$ cat config.mk
export PLATFORM = sky130hd
export DESIGN_NAME = preadd_mac_slice
export DESIGN_NICKNAME = d
export VERILOG_FILES = /design/src/rtl/slice_pkg.sv /design/src/rtl/stage_reg.sv /design/src/rtl/operand_chain.sv /design/src/rtl/slice_alu.sv /design/src/rtl/preadd_mac_slice.sv
export SDC_FILE = /design/constraint.sdc
export NUM_CORES = 2
export LEC_CHECK = 0
export BUFFER_PORTS_ARGS = -buffer_cell sky130_fd_sc_hd__buf_2
export CORE_MARGIN = 2
export CORE_UTILIZATION = 30
export DETAILED_ROUTE_END_ITERATION = 16
export PLACE_DENSITY = 0.53
export SETUP_SLACK_MARGIN = 0.4
export SLEW_MARGIN = 20
export SYNTH_ARGS = -nofsm -noshare
export SYNTH_HDL_FRONTEND = slang
export SYNTH_SLANG_ARGS = --single-unit
$ cat constraint.sdc
create_clock -name clk -period 18.1 [get_ports clk]
set_clock_uncertainty 0.05 [all_clocks]
set_input_delay 2.715 -clock clk [delete_from_list [all_inputs] [get_ports clk]]
set_output_delay 2.715 -clock clk [all_outputs]
set_load 0.01 [all_outputs]
$ cat src/rtl/slice_pkg.sv
package slice_pkg;
    localparam int A_W   = 30;
    localparam int B_W   = 18;
    localparam int D_W   = 27;
    localparam int C_W   = 48;
    localparam int P_W   = 48;
    localparam int MUL_W = 27;

    typedef enum logic [1:0] {
        OP_ADD_C    = 2'b00,
        OP_ACCUM    = 2'b01,
        OP_MUL_ONLY = 2'b10,
        OP_SUB_C    = 2'b11
    } slice_op_e;
endpackage

$ cat src/rtl/stage_reg.sv
module stage_reg #(
    parameter int W  = 1,
    parameter int EN = 1
) (
    input  logic         clk,
    input  logic         ce,
    input  logic         rst,
    input  logic [W-1:0] din,
    output logic [W-1:0] dout
);
    generate
        if (EN != 0) begin : g_reg
            logic [W-1:0] q;
            always_ff @(posedge clk) begin
                if (rst)
                    q <= '0;
                else if (ce)
                    q <= din;
            end
            assign dout = q;
        end else begin : g_bypass
            logic unused_ctl;
            assign unused_ctl = &{1'b0, clk, ce, rst};
            assign dout = din;
        end
    endgenerate
endmodule

$ cat src/rtl/operand_chain.sv
module operand_chain #(
    parameter int W     = 30,
    parameter int DEPTH = 1
) (
    input  logic         clk,
    input  logic         ce1,
    input  logic         ce2,
    input  logic         rst,
    input  logic [W-1:0] din,
    output logic [W-1:0] dout
);
    localparam int EN1 = (DEPTH >= 1) ? 1 : 0;
    localparam int EN2 = (DEPTH >= 2) ? 1 : 0;

    logic [W-1:0] mid;

    stage_reg #(.W(W), .EN(EN1)) u_first (
        .clk(clk), .ce(ce1), .rst(rst), .din(din), .dout(mid)
    );
    stage_reg #(.W(W), .EN(EN2)) u_second (
        .clk(clk), .ce(ce2), .rst(rst), .din(mid), .dout(dout)
    );
endmodule

$ cat src/rtl/slice_alu.sv
module slice_alu
    import slice_pkg::*;
(
    input  slice_op_e        op,
    input  logic [P_W-1:0]   c,
    input  logic [P_W-1:0]   m,
    input  logic [P_W-1:0]   fb,
    input  logic             cin,
    output logic [P_W-1:0]   sum
);
    logic [P_W-1:0] carry_w;
    assign carry_w = {{(P_W-1){1'b0}}, cin};

    always_comb begin
        unique case (op)
            OP_ADD_C:    sum = c + m + carry_w;
            OP_ACCUM:    sum = fb + m + carry_w;
            OP_MUL_ONLY: sum = m + carry_w;
            OP_SUB_C:    sum = c - m + carry_w;
        endcase
    end
endmodule

$ cat src/rtl/preadd_mac_slice.sv
module preadd_mac_slice
    import slice_pkg::*;
#(
    parameter int AREG          = 1,
    parameter int BREG          = 1,
    parameter int DREG          = 1,
    parameter int ADREG         = 1,
    parameter int CREG          = 1,
    parameter int MREG          = 1,
    parameter int CTRLREG       = 1,
    parameter int PREG          = 1,
    parameter int USE_PREADD    = 0,
    parameter int PREADD_FROM_B = 0
) (
    input  logic            clk,
    input  logic [A_W-1:0]  a,
    input  logic [B_W-1:0]  b,
    input  logic [D_W-1:0]  d,
    input  logic [C_W-1:0]  c,
    input  logic [1:0]      op,
    input  logic            carry_in,
    input  logic            ce_a1,
    input  logic            ce_a2,
    input  logic            ce_b1,
    input  logic            ce_b2,
    input  logic            ce_d,
    input  logic            ce_ad,
    input  logic            ce_c,
    input  logic            ce_m,
    input  logic            ce_ctrl,
    input  logic            ce_p,
    input  logic            rst_a,
    input  logic            rst_b,
    input  logic            rst_c,
    input  logic            rst_d,
    input  logic            rst_m,
    input  logic            rst_ctrl,
    input  logic            rst_p,
    output logic [P_W-1:0]  p
);
    localparam int PROD_W  = 2 * MUL_W;
    localparam int CTRL_W  = 3;
    localparam bit PRE_ON_A = (USE_PREADD != 0) && (PREADD_FROM_B == 0);
    localparam bit PRE_ON_B = (USE_PREADD != 0) && (PREADD_FROM_B != 0);

    logic [A_W-1:0]            a_q;
    logic [B_W-1:0]            b_q;
    logic [D_W-1:0]            d_q;
    logic [C_W-1:0]            c_q;
    logic [MUL_W-1:0]          b_ext;
    logic [MUL_W-1:0]          pre_in;
    logic [MUL_W-1:0]          ad_sum;
    logic [MUL_W-1:0]          ad_q;
    logic signed [MUL_W-1:0]   mul_a;
    logic signed [MUL_W-1:0]   mul_b;
    logic signed [PROD_W-1:0]  prod;
    logic [P_W-1:0]            m_q;
    logic [CTRL_W-1:0]         ctrl_q;
    logic [1:0]                op_q;
    logic                      cin_q;
    logic [P_W-1:0]            fb;
    logic [P_W-1:0]            sum;
    logic                      unused_bits;

    // input stages
    operand_chain #(.W(A_W), .DEPTH(AREG)) u_a_chain (
        .clk(clk), .ce1(ce_a1), .ce2(ce_a2), .rst(rst_a), .din(a), .dout(a_q)
    );
    operand_chain #(.W(B_W), .DEPTH(BREG)) u_b_chain (
        .clk(clk), .ce1(ce_b1), .ce2(ce_b2), .rst(rst_b), .din(b), .dout(b_q)
    );
    stage_reg #(.W(D_W), .EN(DREG)) u_d_reg (
        .clk(clk), .ce(ce_d), .rst(rst_d), .din(d), .dout(d_q)
    );
    stage_reg #(.W(C_W), .EN(CREG)) u_c_reg (
        .clk(clk), .ce(ce_c), .rst(rst_c), .din(c), .dout(c_q)
    );
    stage_reg #(.W(CTRL_W), .EN(CTRLREG)) u_ctrl_reg (
        .clk(clk), .ce(ce_ctrl), .rst(rst_ctrl), .din({op, carry_in}), .dout(ctrl_q)
    );
    assign op_q  = ctrl_q[2:1];
    assign cin_q = ctrl_q[0];

    // pre-adder: D plus the chosen operand, wrapping at MUL_W bits
    assign b_ext  = {{(MUL_W-B_W){b_q[B_W-1]}}, b_q};
    assign pre_in = (PREADD_FROM_B != 0) ? b_ext : a_q[MUL_W-1:0];
    assign ad_sum = d_q + pre_in;

    stage_reg #(.W(MUL_W), .EN(ADREG)) u_ad_reg (
        .clk(clk), .ce(ce_ad), .rst(rst_d), .din(ad_sum), .dout(ad_q)
    );

    // multiplier
    assign mul_a = PRE_ON_A ? ad_q : a_q[MUL_W-1:0];
    assign mul_b = PRE_ON_B ? ad_q : b_ext;
    assign prod  = mul_a * mul_b;

    stage_reg #(.W(P_W), .EN(MREG)) u_m_reg (
        .clk(clk), .ce(ce_m), .rst(rst_m), .din(prod[P_W-1:0]), .dout(m_q)
    );

    // adder / accumulator
    assign fb = (PREG != 0) ? p : '0;

    slice_alu u_alu (
        .op(slice_op_e'(op_q)), .c(c_q), .m(m_q), .fb(fb), .cin(cin_q), .sum(sum)
    );

    stage_reg #(.W(P_W), .EN(PREG)) u_p_reg (
        .clk(clk), .ce(ce_p), .rst(rst_p), .din(sum), .dout(p)
    );

    assign unused_bits = &{1'b0, a_q[A_W-1:MUL_W], prod[PROD_W-1:P_W]};
endmodule

==> impl_metrics.env <==
export IMPL_total_leakage_power_nw=17.5
export IMPL_detailedPlacementHpwl_mm=85.1
export IMPL_worst_pin_slew_ns=1.15
export IMPL_post_synth_instance_area_sq_um=34200
export IMPL_tritoncts_num_buffers=17
export IMPL_setup_reg_to_reg_worst_slack_ns=10.29
export IMPL_slew_viol_final=0
export IMPL_initial_core_util_pct=30.3
export IMPL_setup_viol=0
export IMPL_post_drt_via_cell_ratio=4.96
export IMPL_critical_path_max_stage_delay_ns=1.07
export IMPL_finalInstanceArea_sq_um=37000
export IMPL_min_period_ns=7.81
export IMPL_synth_top_flop_cell="sky130_fd_sc_hd__dfxtp_1"
export IMPL_path_buf_inv=3
export IMPL_placed_cells_incl_taps=5587
export IMPL_regToRegEndpoint="u_m_reg.dout[43]$_SDFFE_PP0P_"
export IMPL_timing_critical_path_cells="nand2_1 -> fa_1 -> fa_1 -> fa_1 -> inv_1 -> fa_1 -> fa_1 -> inv_1 -> fa_1 -> inv_1 -> ha_1 -> a21oi_1 -> o221ai_1 -> nand2_1 -> nor3_1 -> nor4_1 -> o31ai_1 -> a211oi_1 -> a2111oi_0 -> nor2_1 -> xnor2_1 -> a22o_1"
export IMPL_dp_worst_setup_slack_ns=10.26
export IMPL_grt_overflow=0
export IMPL_drt_initial_drc_count=1734
export IMPL_min_period_over_period_pct=43.1
export IMPL_fp_dieArea_sq_um=117000
export IMPL_grt_busiest_layer="met2"
export IMPL_power_density_nw_per_um2=67.4
export IMPL_area_growth_syn_to_layout_pct=8.17
export IMPL_final_net_count=5027
export IMPL_yosysUniqueCellTypes=85
export IMPL_floorplan_die_width_um=342
export IMPL_detailed_route_drc_error_count=0
export IMPL_timing_rr_start="u_a_chain.u_first.dout[11]$_SDFFE_PP0P_"
export IMPL_worstPathArrival_ns=8.18
export IMPL_path_max_fanout=19
export IMPL_critPathLaunchType="flop"
export IMPL_placement_cell_area_sq_um=36400
export IMPL_cp_data_required_time_ns=18.47
export IMPL_power_total_mw=2.49
export IMPL_critical_path_top_cell_by_count="sky130_fd_sc_hd__fa_1"
export IMPL_totalWireLength_mm=107
export IMPL_globalRouteMet3Util_pct=3.21
export IMPL_root_buffer="sky130_fd_sc_hd__clkbuf_16"
export IMPL_number_of_antenna_violations_at_the_first_check_in_global_routing=0
export IMPL_fin_hold_ws_ns=0.448
export IMPL_globalRouteTotalUtil_pct=18.5
export IMPL_pin_count=192
export IMPL_finalHoldViolations=0
export IMPL_grt_met2_usage_pct=29.0
export IMPL_layout_drive_gt1_share_pct=6.80
export IMPL_cts_sinks=189
export IMPL_criticalPathCategory="reg -> reg"
export IMPL_drt_pass1_iterations=6
export IMPL_final_cell_count_no_fill=5619
export IMPL_post_synth_edffs=0
export IMPL_crit_family="adder cells"
export IMPL_worst_slew_margin_rel_pct=23.2
export IMPL_timing_critical_path_to_type="flop"
export IMPL_postCtsResizedCells=0
export IMPL_outcome="finished, final reports clean"
export IMPL_utilization_of_the_core_after_routing_pct=32.8
export IMPL_place_gp_congestion=0.904
export IMPL_drt_antenna_violating_nets=0
export IMPL_synth_seq_cells=189
export IMPL_unrepaired_setup_endpoints_after_global_routing="false"
export IMPL_worst_path_slowest_cell="sky130_fd_sc_hd__dfxtp_1"
export IMPL_fmax_achieved_ghz=0.128
export IMPL_ir_drop_worst_case_vdd_mv=0.0894
export IMPL_die_h_um=342
export IMPL_core_area_sq_um=113000
export IMPL_pin_count_of_the_biggest_net_entering_global_routing=58
export IMPL_layout_setup_ws_ns=10.29
export IMPL_tritoncts_clock_tree="done"
export IMPL_routed_via_count=27900
export IMPL_synth_yosys_warnings=0
export IMPL_clk_latency_ns=0.54
export IMPL_first_global_vias=28300
export IMPL_synth_fp_nets=5018
export IMPL_setup_total_negative_slack_ns=0
export IMPL_asyncSetResetFlopFracSynth_pct=0
export IMPL_detail_route_wl_per_cell_um=19.0
export IMPL_worst_hold_path_num_cells=2
export IMPL_htree_levels=4
export IMPL_m1_gr_usage_pct=26.2
export IMPL_r2r_cells=22
export IMPL_synth_cells=4097
export IMPL_hp_class="reg -> reg"
export IMPL_core_rowCount=123
export IMPL_hold_path_end="u_b_chain.u_first.dout[16]$_SDFFE_PP0P_"
export IMPL_clock_path_buffers=2
export IMPL_cts_hold_fix_buffers=0
export IMPL_max_cap_violations=0
export IMPL_cts_setup_buffers=0
export IMPL_clk_pin_slew_worst_paths_ns=0.08
export IMPL_hold_path_startpoint="u_b_chain.u_first.dout[16]$_SDFFE_PP0P_"
export IMPL_syn_avg_cell_area_sq_um=8.34
export IMPL_yosysSeqAreaShare_pct=11.1
export IMPL_io_buffers=156
export IMPL_grt_pass1_wl_mm=166
## cell usage in the layout, fill, tap and decap left out, types with 28 or more instances in the layout
master and n:
sky130_fd_sc_hd__nand3_1 62, sky130_fd_sc_hd__nand2_1 399, sky130_fd_sc_hd__nor2_1 334, sky130_fd_sc_hd__xor2_1 50
sky130_fd_sc_hd__a21oi_1 221, sky130_fd_sc_hd__dfxtp_1 183, sky130_fd_sc_hd__buf_4 38, sky130_fd_sc_hd__mux2i_1 130
sky130_fd_sc_hd__o21ai_0 109, sky130_fd_sc_hd__nand2b_1 32, sky130_fd_sc_hd__inv_1 649, sky130_fd_sc_hd__buf_2 155
sky130_fd_sc_hd__a31oi_1 28, sky130_fd_sc_hd__and2_1 191, sky130_fd_sc_hd__a21o_1 77, sky130_fd_sc_hd__o21bai_1 35
sky130_fd_sc_hd__xnor2_1 157, sky130_fd_sc_hd__ha_1 299, sky130_fd_sc_hd__a211oi_1 49, sky130_fd_sc_hd__nor3_1 55
sky130_fd_sc_hd__nor2b_1 29, sky130_fd_sc_hd__fa_1 478
## layout make-up
cell class,count,area (sq um)
well taps,1500,1880
inverters,650,2440
diodes,1,2.50
clock buffers,17,425
multi-input cells,3055,27200
flip-flops and latches,189,3790
clock inverters,14,179
repair buffers,193,1060
fillers,11900,75800
## state kept, by name, summed over array words and instances, names as in the netlist
| name | cells |
|---|---|
| u_b_chain.u_first.dout | 18 |
| u_c_reg.dout | 48 |
| u_p_reg.dout | 48 |
| u_m_reg.dout | 45 |
| u_ctrl_reg.dout | 3 |
| u_a_chain.u_first.dout | 27 |
## where the power goes
group,leakage (nW),internal (mW),switching [mW]
Clock,0.287,0.196,0.208
Combinational,15.7,0.601,0.914
Sequential,1.56,0.464,0.111
## tightest hold or removal path: stages (launching register included)
cell                      delay [ns]
sky130_fd_sc_hd__dfxtp_1        0.33
sky130_fd_sc_hd__mux2i_1        0.06
sky130_fd_sc_hd__nor2_1         0.07
## cell usage after synthesis (5+ instances only)
cell / count / area [sq um]
sky130_fd_sc_hd__nand3b_1: 6 / 45.0
sky130_fd_sc_hd__and2_1: 191 / 1190
sky130_fd_sc_hd__a31oi_1: 28 / 175
sky130_fd_sc_hd__nor3_1: 55 / 275
sky130_fd_sc_hd__o221ai_1: 8 / 70.1
sky130_fd_sc_hd__a221oi_1: 8 / 70.1
sky130_fd_sc_hd__o21bai_1: 35 / 263
sky130_fd_sc_hd__inv_1: 649 / 2440
sky130_fd_sc_hd__nor4_1: 6 / 37.5
sky130_fd_sc_hd__a311oi_1: 9 / 78.8
sky130_fd_sc_hd__or3_1: 17 / 106
sky130_fd_sc_hd__clkbuf_1: 191 / 717
sky130_fd_sc_hd__a211oi_1: 49 / 368
sky130_fd_sc_hd__o21a_1: 14 / 105
sky130_fd_sc_hd__a21boi_0: 11 / 82.6
sky130_fd_sc_hd__o31a_1: 5 / 43.8
sky130_fd_sc_hd__xor2_1: 50 / 438
sky130_fd_sc_hd__or2_2: 11 / 68.8
sky130_fd_sc_hd__nor2b_1: 29 / 181
sky130_fd_sc_hd__dfxtp_1: 189 / 3780
sky130_fd_sc_hd__mux4_2: 20 / 450
sky130_fd_sc_hd__o211ai_1: 24 / 180
sky130_fd_sc_hd__ha_1: 299 / 3740
sky130_fd_sc_hd__o41ai_1: 5 / 43.8
sky130_fd_sc_hd__nand4_1: 23 / 144
sky130_fd_sc_hd__a21oi_1: 221 / 1110
sky130_fd_sc_hd__o21ai_1: 5 / 25.0
sky130_fd_sc_hd__fa_1: 478 / 9570
sky130_fd_sc_hd__nor2_1: 335 / 1260
sky130_fd_sc_hd__nand2_1: 399 / 1500
sky130_fd_sc_hd__and3_1: 22 / 138
sky130_fd_sc_hd__nand3_1: 62 / 310
sky130_fd_sc_hd__xnor2_1: 157 / 1380
sky130_fd_sc_hd__nand2b_1: 32 / 200
sky130_fd_sc_hd__a2111oi_0: 10 / 87.6
sky130_fd_sc_hd__o21ai_0: 109 / 546
sky130_fd_sc_hd__a21o_1: 77 / 578
sky130_fd_sc_hd__o22ai_1: 10 / 62.6
sky130_fd_sc_hd__mux2i_1: 130 / 1300
sky130_fd_sc_hd__o31ai_1: 16 / 120
sky130_fd_sc_hd__and4_1: 10 / 87.6
sky130_fd_sc_hd__buf_1: 12 / 45.0
## metal layers
metal / vias to the layer above / share of wire (%)
li1: 13300 / -
met1: 13700 / 48
met2: 756 / 44
met3: 98 / 5.9
met4: 0 / 2.0
met5: - / 0
## how the worst max path moves through the flow
stage / end / cells after the start / slack, ns / start
finish: u_m_reg.dout[43]$_SDFFE_PP0P_ / 22 / 10.29 / u_a_chain.u_first.dout[11]$_SDFFE_PP0P_
floorplan: u_m_reg.dout[43]$_SDFFE_PP0P_ / 25 / 11.37 / u_a_chain.u_first.dout[20]$_SDFFE_PP0P_
global route: u_m_reg.dout[43]$_SDFFE_PP0P_ / 22 / 9.84 / u_a_chain.u_first.dout[11]$_SDFFE_PP0P_
detailed placement: u_m_reg.dout[43]$_SDFFE_PP0P_ / 24 / 10.26 / u_b_chain.u_first.dout[2]$_SDFFE_PP0P_
CTS: u_m_reg.dout[43]$_SDFFE_PP0P_ / 24 / 10.27 / u_b_chain.u_first.dout[2]$_SDFFE_PP0P_
global placement: u_m_reg.dout[43]$_SDFFE_PP0P_ / 24 / 10.32 / u_a_chain.u_first.dout[17]$_SDFFE_PP0P_
## logic make-up after synthesis
logic type | synth area share [%]
simple gates | 16.8
buf+inv | 9.37
fa+ha+maj | 38.9
compound gates | 13.3
xor+xnor | 5.30
flops | 11.1
mux | 5.19
No activity file was read; power rests on OpenSTA's default activity.
